File: src/rtl/seed_csr_pkg.sv
package seed_csr_pkg;
  typedef enum logic [1:0] {
    OPST_BIST = 2'b00,
    OPST_WAIT = 2'b01,
    OPST_ES16 = 2'b10,
    OPST_DEAD = 2'b11
  } opst_e;

  typedef enum logic [1:0] {
    PH_BIST = 2'd0,
    PH_RUN  = 2'd1,
    PH_DEAD = 2'd2
  } phase_e;

  localparam int unsigned ENT_W  = 16;
  localparam int unsigned WORD_W = 32;
endpackage

File: src/rtl/noise_lfsr.sv
module noise_lfsr #(
  parameter int unsigned     W    = 16,
  parameter logic [W-1:0]    SEED = 16'hACE1,
  parameter logic [W-1:0]    TAPS = 16'hB400
) (
  input  logic clk_i,
  input  logic rst_ni,
  output logic bit_o
);
  logic [W-1:0] state_q;

  always_ff @(posedge clk_i or negedge rst_ni) begin
    if (!rst_ni) state_q <= SEED;
    else         state_q <= {state_q[W-2:0], ^(state_q & TAPS)};
  end

  assign bit_o = state_q[W-1];
endmodule

File: src/rtl/entropy_acc.sv
module entropy_acc #(
  parameter int unsigned N = 16
) (
  input  logic         clk_i,
  input  logic         rst_ni,
  input  logic         run_i,
  input  logic         noise_i,
  input  logic         consume_i,
  output logic         full_o,
  output logic [N-1:0] data_o
);
  localparam int unsigned CW = $clog2(N + 1);

  logic [CW-1:0] cnt_q;
  logic [N-1:0]  acc_q;

  assign full_o = (cnt_q == CW'(N));
  assign data_o = acc_q;

  always_ff @(posedge clk_i or negedge rst_ni) begin
    if (!rst_ni) begin
      cnt_q <= '0;
      acc_q <= '0;
    end else if (consume_i) begin
      cnt_q <= '0;
      acc_q <= '0;
    end else if (run_i && !full_o) begin
      acc_q <= {acc_q[N-2:0], noise_i};
      cnt_q <= cnt_q + CW'(1);
    end
  end
endmodule

File: src/rtl/seed_fsm.sv
module seed_fsm
  import seed_csr_pkg::*;
#(
  parameter int unsigned BIST_CYCLES = 64
) (
  input  logic  clk_i,
  input  logic  rst_ni,
  input  logic  fail_i,
  input  logic  full_i,
  output logic  run_o,
  output opst_e status_o
);
  localparam int unsigned TW = $clog2(BIST_CYCLES + 1);

  phase_e        ph_q;
  logic [TW-1:0] tcnt_q;

  always_ff @(posedge clk_i or negedge rst_ni) begin
    if (!rst_ni) begin
      ph_q   <= PH_BIST;
      tcnt_q <= '0;
    end else if (fail_i) begin
      ph_q <= PH_DEAD;
    end else if (ph_q == PH_BIST) begin
      if (tcnt_q == TW'(BIST_CYCLES - 1)) ph_q <= PH_RUN;
      else                                 tcnt_q <= tcnt_q + TW'(1);
    end
  end

  assign run_o = (ph_q == PH_RUN);

  always_comb begin
    unique case (ph_q)
      PH_BIST: status_o = OPST_BIST;
      PH_RUN:  status_o = full_i ? OPST_ES16 : OPST_WAIT;
      default: status_o = OPST_DEAD;
    endcase
  end
endmodule

File: src/rtl/seed_csr_top.sv
module seed_csr_top
  import seed_csr_pkg::*;
#(
  parameter int unsigned  BIST_CYCLES = 64,
  parameter logic [15:0]  LFSR_SEED   = 16'hACE1
) (
  input  logic              clk_i,
  input  logic              rst_ni,
  input  logic              acc_i,
  input  logic              allow_i,
  input  logic              fail_force_i,
  output logic              rvalid_o,
  output logic              illegal_o,
  output logic [WORD_W-1:0] rdata_o
);
  localparam int unsigned PAD_W = WORD_W - 2 - ENT_W;

  logic             noise;
  logic             run;
  logic             full;
  logic             consume;
  logic [ENT_W-1:0] ent;
  opst_e            status;

  noise_lfsr #(.W(16), .SEED(LFSR_SEED), .TAPS(16'hB400)) u_noise (
    .clk_i (clk_i),
    .rst_ni(rst_ni),
    .bit_o (noise)
  );

  entropy_acc #(.N(ENT_W)) u_acc (
    .clk_i    (clk_i),
    .rst_ni   (rst_ni),
    .run_i    (run),
    .noise_i  (noise),
    .consume_i(consume),
    .full_o   (full),
    .data_o   (ent)
  );

  seed_fsm #(.BIST_CYCLES(BIST_CYCLES)) u_fsm (
    .clk_i   (clk_i),
    .rst_ni  (rst_ni),
    .fail_i  (fail_force_i),
    .full_i  (full),
    .run_o   (run),
    .status_o(status)
  );

  assign consume = acc_i && allow_i && (status == OPST_ES16);

  always_ff @(posedge clk_i or negedge rst_ni) begin
    if (!rst_ni) begin
      rvalid_o  <= 1'b0;
      illegal_o <= 1'b0;
      rdata_o   <= '0;
    end else begin
      rvalid_o  <= acc_i;
      illegal_o <= acc_i && !allow_i;
      if (acc_i && allow_i)
        rdata_o <= {status, {PAD_W{1'b0}},
                    (status == OPST_ES16) ? ent : {ENT_W{1'b0}}};
      else
        rdata_o <= '0;
    end
  end
endmodule

File: config.mk
export PLATFORM = sky130hd
export DESIGN_NAME = seed_csr_top
export DESIGN_NICKNAME = d
export VERILOG_FILES = /design/src/rtl/seed_csr_pkg.sv /design/src/rtl/noise_lfsr.sv /design/src/rtl/entropy_acc.sv /design/src/rtl/seed_fsm.sv /design/src/rtl/seed_csr_top.sv
export SDC_FILE = /design/constraint.sdc
export NUM_CORES = 1
export LEC_CHECK = 0
export ABC_AREA = 1
export BUFFER_PORTS_ARGS = -buffer_cell sky130_fd_sc_hd__buf_4
export CORE_ASPECT_RATIO = 2
export CORE_MARGIN = 1
export CORE_UTILIZATION = 23
export CTS_CLUSTER_SIZE = 14
export DETAILED_ROUTE_END_ITERATION = 16
export GPL_TIMING_DRIVEN = 1
export PLACE_DENSITY_LB_ADDON = 0.2
export SLEW_MARGIN = 20
export SYNTH_ARGS = -nofsm -noshare
export SYNTH_HDL_FRONTEND = slang
export SYNTH_SLANG_ARGS = --single-unit
File: constraint.sdc
create_clock -name clk_i -period 1.5 [get_ports clk_i]
set_input_delay 0 -clock clk_i [delete_from_list [all_inputs] [get_ports clk_i]]
set_output_delay 0 -clock clk_i [all_outputs]
set_load 0.02 [all_outputs]
Word level (Yosys, flattened, before mapping). Cells that the tools add are included. Widths: inputs -> output; s select.

Add/subtract/negate cells: 2. Equality and inequality tests: 4. Muxes and demuxes: 11. Bitwise operators: 2. Reductions and logical operators: 13.

Operators by type and width (number): $mux 16 (3); $mux 32 (1); $reduce_xor 16->1 (1); $mux 5 (2); $mux 2 (4); $add 7x1->7 const B (1); $eq 7x6->1 const B (1); $reduce_bool 2->1 (3); $add 5x1->5 const B (1); $eq 5x5->1 const B (1); $logic_and 1x1->1 (4); $pmux 2 s2 (1); $reduce_and 3->1 (1); $eq 2x1->1 const B (1); $eq 2x2->1 const B (1); $logic_not 1->1 (2); $logic_not 2->1 (1); $not 1->1 (2); $reduce_and 2->1 (1).

Bits in registers: 80. Input port bits: 5. Output and inout port bits: 34.

Longest topological paths before layout.
Depth after elaboration: 6. Depth in mapped cells: 9.

Cells and area by module. A second synthesis with hierarchy kept.

Cells, all modules: 297. Area total of the unflattened synthesis: 2954.1 sq um.

By module, submodules not included: entropy_acc (instances 1, cells an instance 118, area each 1089.8 sq um); seed_csr_top (instances 1, cells an instance 80, area each 839.6 sq um); seed_fsm (instances 1, cells an instance 66, area each 543.0 sq um); noise_lfsr (instances 1, cells an instance 33, area each 481.7 sq um).

Least setup slack after synthesis. No wires, ideal clock.

Kind: register to register. From: reg u_acc.cnt_q[0]. To: reg u_acc.acc_q[6], in the netlist u_acc.data_o[6]. Arrival: 1.268 ns. Data required time: 1.435 ns. Slack: 0.168 ns. Stages on the path, launching flop included: 10. Path buffers: 1. Period minus slack after synthesis: 1.332 ns. Cell sequence: dfrtp_1 -> inv_1 -> ha_1 -> nand2_2 -> clkinv_1 -> nand2_4 -> o21ai_4 -> buf_6 -> nand2_1 -> nand2_1.

Word-level cells in the longest chain between the ends: 6. Elaborated cells between the ends (all ways): 9.

Ends and longest elaborated chain: start, declared (RTL line entropy_acc.sv:14) `logic [CW-1:0] cnt_q;`; start signal, assigned (RTL line entropy_acc.sv:29) `cnt_q <= cnt_q + CW'(1);`; $eq 5x5->1 (*) (RTL line entropy_acc.sv:17) `assign full_o = (cnt_q == CW'(N));`; $mux 2 (RTL line seed_fsm.sv:35) `PH_RUN: status_o = full_i ? OPST_ES16 : OPST_WAIT;`; $pmux 2 s2 (RTL line seed_fsm.sv:33) `unique case (ph_q)`; $eq 2x2->1 (RTL line seed_csr_top.sv:50) `assign consume = acc_i && allow_i && (status == OPST_ES16);`; $logic_and 1x1->1 (RTL line seed_csr_top.sv:50); $mux 16 / $reduce_bool 2->1 (equally long branches); end signal, assigned (RTL line entropy_acc.sv:28) `acc_q <= {acc_q[N-2:0], noise_i};`; end, declared (RTL line entropy_acc.sv:15) `logic [N-1:0] acc_q;`.

Every way passes the cells marked *; elsewhere a longest branch is shown, timed or not. A chain may end at the register's enable or synchronous reset.

Final worst setup path.
From: reg u_acc.cnt_q[0]. To: reg rdata_o[10].

Word-level cells in the longest chain between the ends: 6.

Ends and longest elaborated chain: $eq 5x5->1 (RTL line entropy_acc.sv:17); $mux 2 (RTL line seed_fsm.sv:35); $pmux 2 s2 (RTL line seed_fsm.sv:33); $eq 2x2->1 (RTL line seed_csr_top.sv:62) `(status == OPST_ES16) ? ent : {ENT_W{1'b0}}};`; $mux 16 (RTL line seed_csr_top.sv:62); $mux 32 (RTL line seed_csr_top.sv:60) `if (acc_i && allow_i)`; end signal, assigned (RTL line seed_csr_top.sv:61) `rdata_o <= {status, {PAD_W{1'b0}},`; end, declared (RTL line seed_csr_top.sv:14) `output logic [WORD_W-1:0] rdata_o`.

No other way between the ends.

==> flow_summary.yaml <==
timing:
  skew_ns: 0.00584
  setup_violations: 0
  max_freq_mhz: 720
  setup_tns_ns: 0
  fin_crit_sh_pct: 92.6
  finalHoldViolations: 0
  rsz0062_at_grt: "yes"
  setup_ws_ns: 0.112
  period_minus_slack_ns: 1.39
  slew_viol_final: 0
cells_and_area:
  finalNetCount: 323
  area_growth_pct: 26.7
  fill_cells: 1220
  mostFrequentLayoutCell: "nand2_1"
  layout.cells.non_filler: 462
  drive_gt1_share_pct: 24.1
  layout_common_cells: "nand2_1, dfrtp_1, inv_1"
  num_antenna_cells: 0
clocking:
  htreeDepth: 3
  worstSkewPairLatency_ns: 0.33
  cts_buffers: 9
  post_cts_resized: 0
  clkTransAtPathRegs_ns: 0.06
  clock_sinks: 66
  cts_tree: "done"
  cts.path.max_buffers: 2
  cts-root-buf: "clkbuf_16"
grt:
  grt_overflow_total: 0
  grt_pass1_vias: 1826
  grt_pass1_wl_um: 8300
  grt_max_degree: 37
  groute.usage.overall_pct: 9.14
  antenna_found_initial: 0
outcome:
  status: "complete, no violations"
logic_synthesis:
  netlist_instances: 268
  synth-xor-area-share_pct: 1.64
  synth_adder_area_share_pct: 1.41
  yosysSeqAreaShare_pct: 62.3
  synth_top_family_by_area: "simple AND/OR/NAND/NOR gates"
  synthSimpleGateAreaFrac_pct: 21.6
  synth_cell_types: 29
  yosysWarningCount: 0
  yosys-mux-area-fraction_pct: 0
  syn_area_mm2: 0.00267
  synth_compound_area_share_pct: 2.16
  avgSynthCellArea_um2: 9.94
  ys_ff_latch: 66
detailed_routing:
  drc_errors: 0
  routedWlPerCell_um: 10.0
  ant_nets: 0
  drtIter0Drc: 132
  finalWirelength_um: 4640
  dr.pass1.iters: 4
  drt-vias-per-instance: 3.83
  num_vias: 1771
floorplanning:
  fp-row-count: 55
  chipWidth_um: 78.1
  io_pins: 39
  dieArea_mm2: 0.0120
  start_util_pct: 23.6
  core-area_mm2: 0.0113
  die_y_um: 154
critical_path:
  cpMaxStageDelayCell: "dfrtp_1"
  cp-end-kind: "flip-flop"
  critPathArrivalTime_ns: 1.65
  start_kind: "flip-flop"
  cp_top_family: "simple AND/OR/NAND/NOR gates"
  worstPathRequired_ns: 1.76
  critPathKind: "flip-flop to flip-flop"
  worstPathMaxFanout: 16
  cpPeakStageDelay_ns: 0.39
  crit_buf_inv: 2
  worstPathCellList: "inv_1, ha_1, nand2_2, nor2_2, nand3_4, buf_12, nor2_1"
placement:
  dp.cells: 440
  pre_cts_ws_ns: -0.0242
  portBuffers: 24
  routabilityCongestion: 0.748
  hpwl_um: 3270
power:
  power.leakage_nw: 1.84
  ir_drop_uv: 535
  p_per_area_mw_per_mm2: 1160
  power_mw: 3.93
run:
  maxCapViolations: 0
min_path:
  hold_class: "input pin to async pin"
final cells by class:
class                           count  area (um2)  area share (%)
Sequential cell                    66        1660            49.2
Tap cell                          142         178            5.26
Timing Repair Buffer               40         360            10.7
Inverter                           38         145            4.30
Clock inverter                      6        35.0            1.04
Clock buffer                       10         229            6.78
Multi-Input combinational cell    160         768            22.7
routing by layer:
layer	up-vias	wire [um]	global-route usage, %
met5	-	0	0
met2	37	2550	16.0
met4	0	127	5.56
met1	853	1770	9.16
met3	9	201	3.01
li1	872	-	-
power by group:
| part | switching (mW) | internal (mW) | leakage (nW) |
|---|---|---|---|
| logic | 0.140 | 0.0689 | 0.912 |
| registers | 0.0429 | 1.84 | 0.804 |
| clock network | 0.737 | 1.10 | 0.128 |
| total | 0.921 | 3.01 | 1.84 |
registers in the layout, summed over array words and instances, names as in the netlist:
name and cells:
illegal_o 1, rdata_o 18, rvalid_o 1, u_acc.cnt_q 5, u_acc.data_o 16, u_fsm.ph_q 2
u_fsm.tcnt_q 7, u_noise.state_q 16
kinds of logic (layout without fill, tap and decap cells):
logic type      Yosys count  count (layout)
simple gates            130             130
flops                    66              66
buf+inv                  55              94
compound gates            8               8
xor+xnor                  5               5
fa+ha+maj                 3               3
other cells               1              14
synth_stat cells:
library cell,number,area (um2)
nor3_1,2,10.0
inv_4,1,6.26
or2_2,1,6.26
nor2_1,18,67.6
nor2_2,7,43.8
inv_2,2,7.51
conb_1,1,3.75
nand2_4,1,11.3
o21ai_0,3,15.0
buf_6,3,33.8
nor2_8,1,20.0
a21oi_1,2,10.0
nor2_4,1,11.3
buf_4,14,105
nand2_1,85,319
clkinv_1,1,3.75
inv_1,34,128
ha_1,3,37.5
nand3_4,1,17.5
o211ai_1,1,7.51
dfrtp_1,58,1450
nand2_2,1,6.26
nand4_1,3,18.8
o21ai_2,1,8.76
dfstp_2,8,210
xor2_1,2,17.5
xnor2_1,3,26.3
o21ai_4,1,16.3
nand3_1,9,45.0
through the flow:
stage	utilization (%)	area [um2]	hold slack [ns]
3_5_place_dp	27.0	3050	-0.00572
5_1_grt	29.9	3380	0.216
4_1_cts	29.9	3380	0.195
3_3_place_gp	27.0	3050	-0.0133
2_1_floorplan	-	2710	-0.296
6_report	29.9	3380	0.177
what timing repair did:
action,in CTS,in global routing
buffers inserted,2,0
endpoints found under the setup margin,19,2
hold buffers,4,0
hold endpoints to repair,39,0
gates cloned,0,0
pin swaps,1,0
worst paths after layout:
kind	from	endpoint	slack, ns	cells past startpoint
max	u_acc.cnt_q[0]	rdata_o[10]	0.11	7
min	rst_ni	rdata_o[1]	0.18	2
max reg2reg	u_acc.cnt_q[0]	rdata_o[10]	0.11	7
min reg2reg	u_noise.state_q[9]	u_noise.state_q[10]	0.35	0
max in group asynchronous	rst_ni	u_acc.cnt_q[2]	0.81	3
min in group clk_i	acc_i	rvalid_o	0.35	2
worst reg2reg max path: stages (launching register included):
cell	delay, ns
dfrtp_1	0.39
inv_1	0.10
ha_1	0.16
nand2_2	0.07
nor2_2	0.23
nand3_4	0.12
buf_12	0.17
nor2_1	0.09
Power figures use the tool's default switching activity.
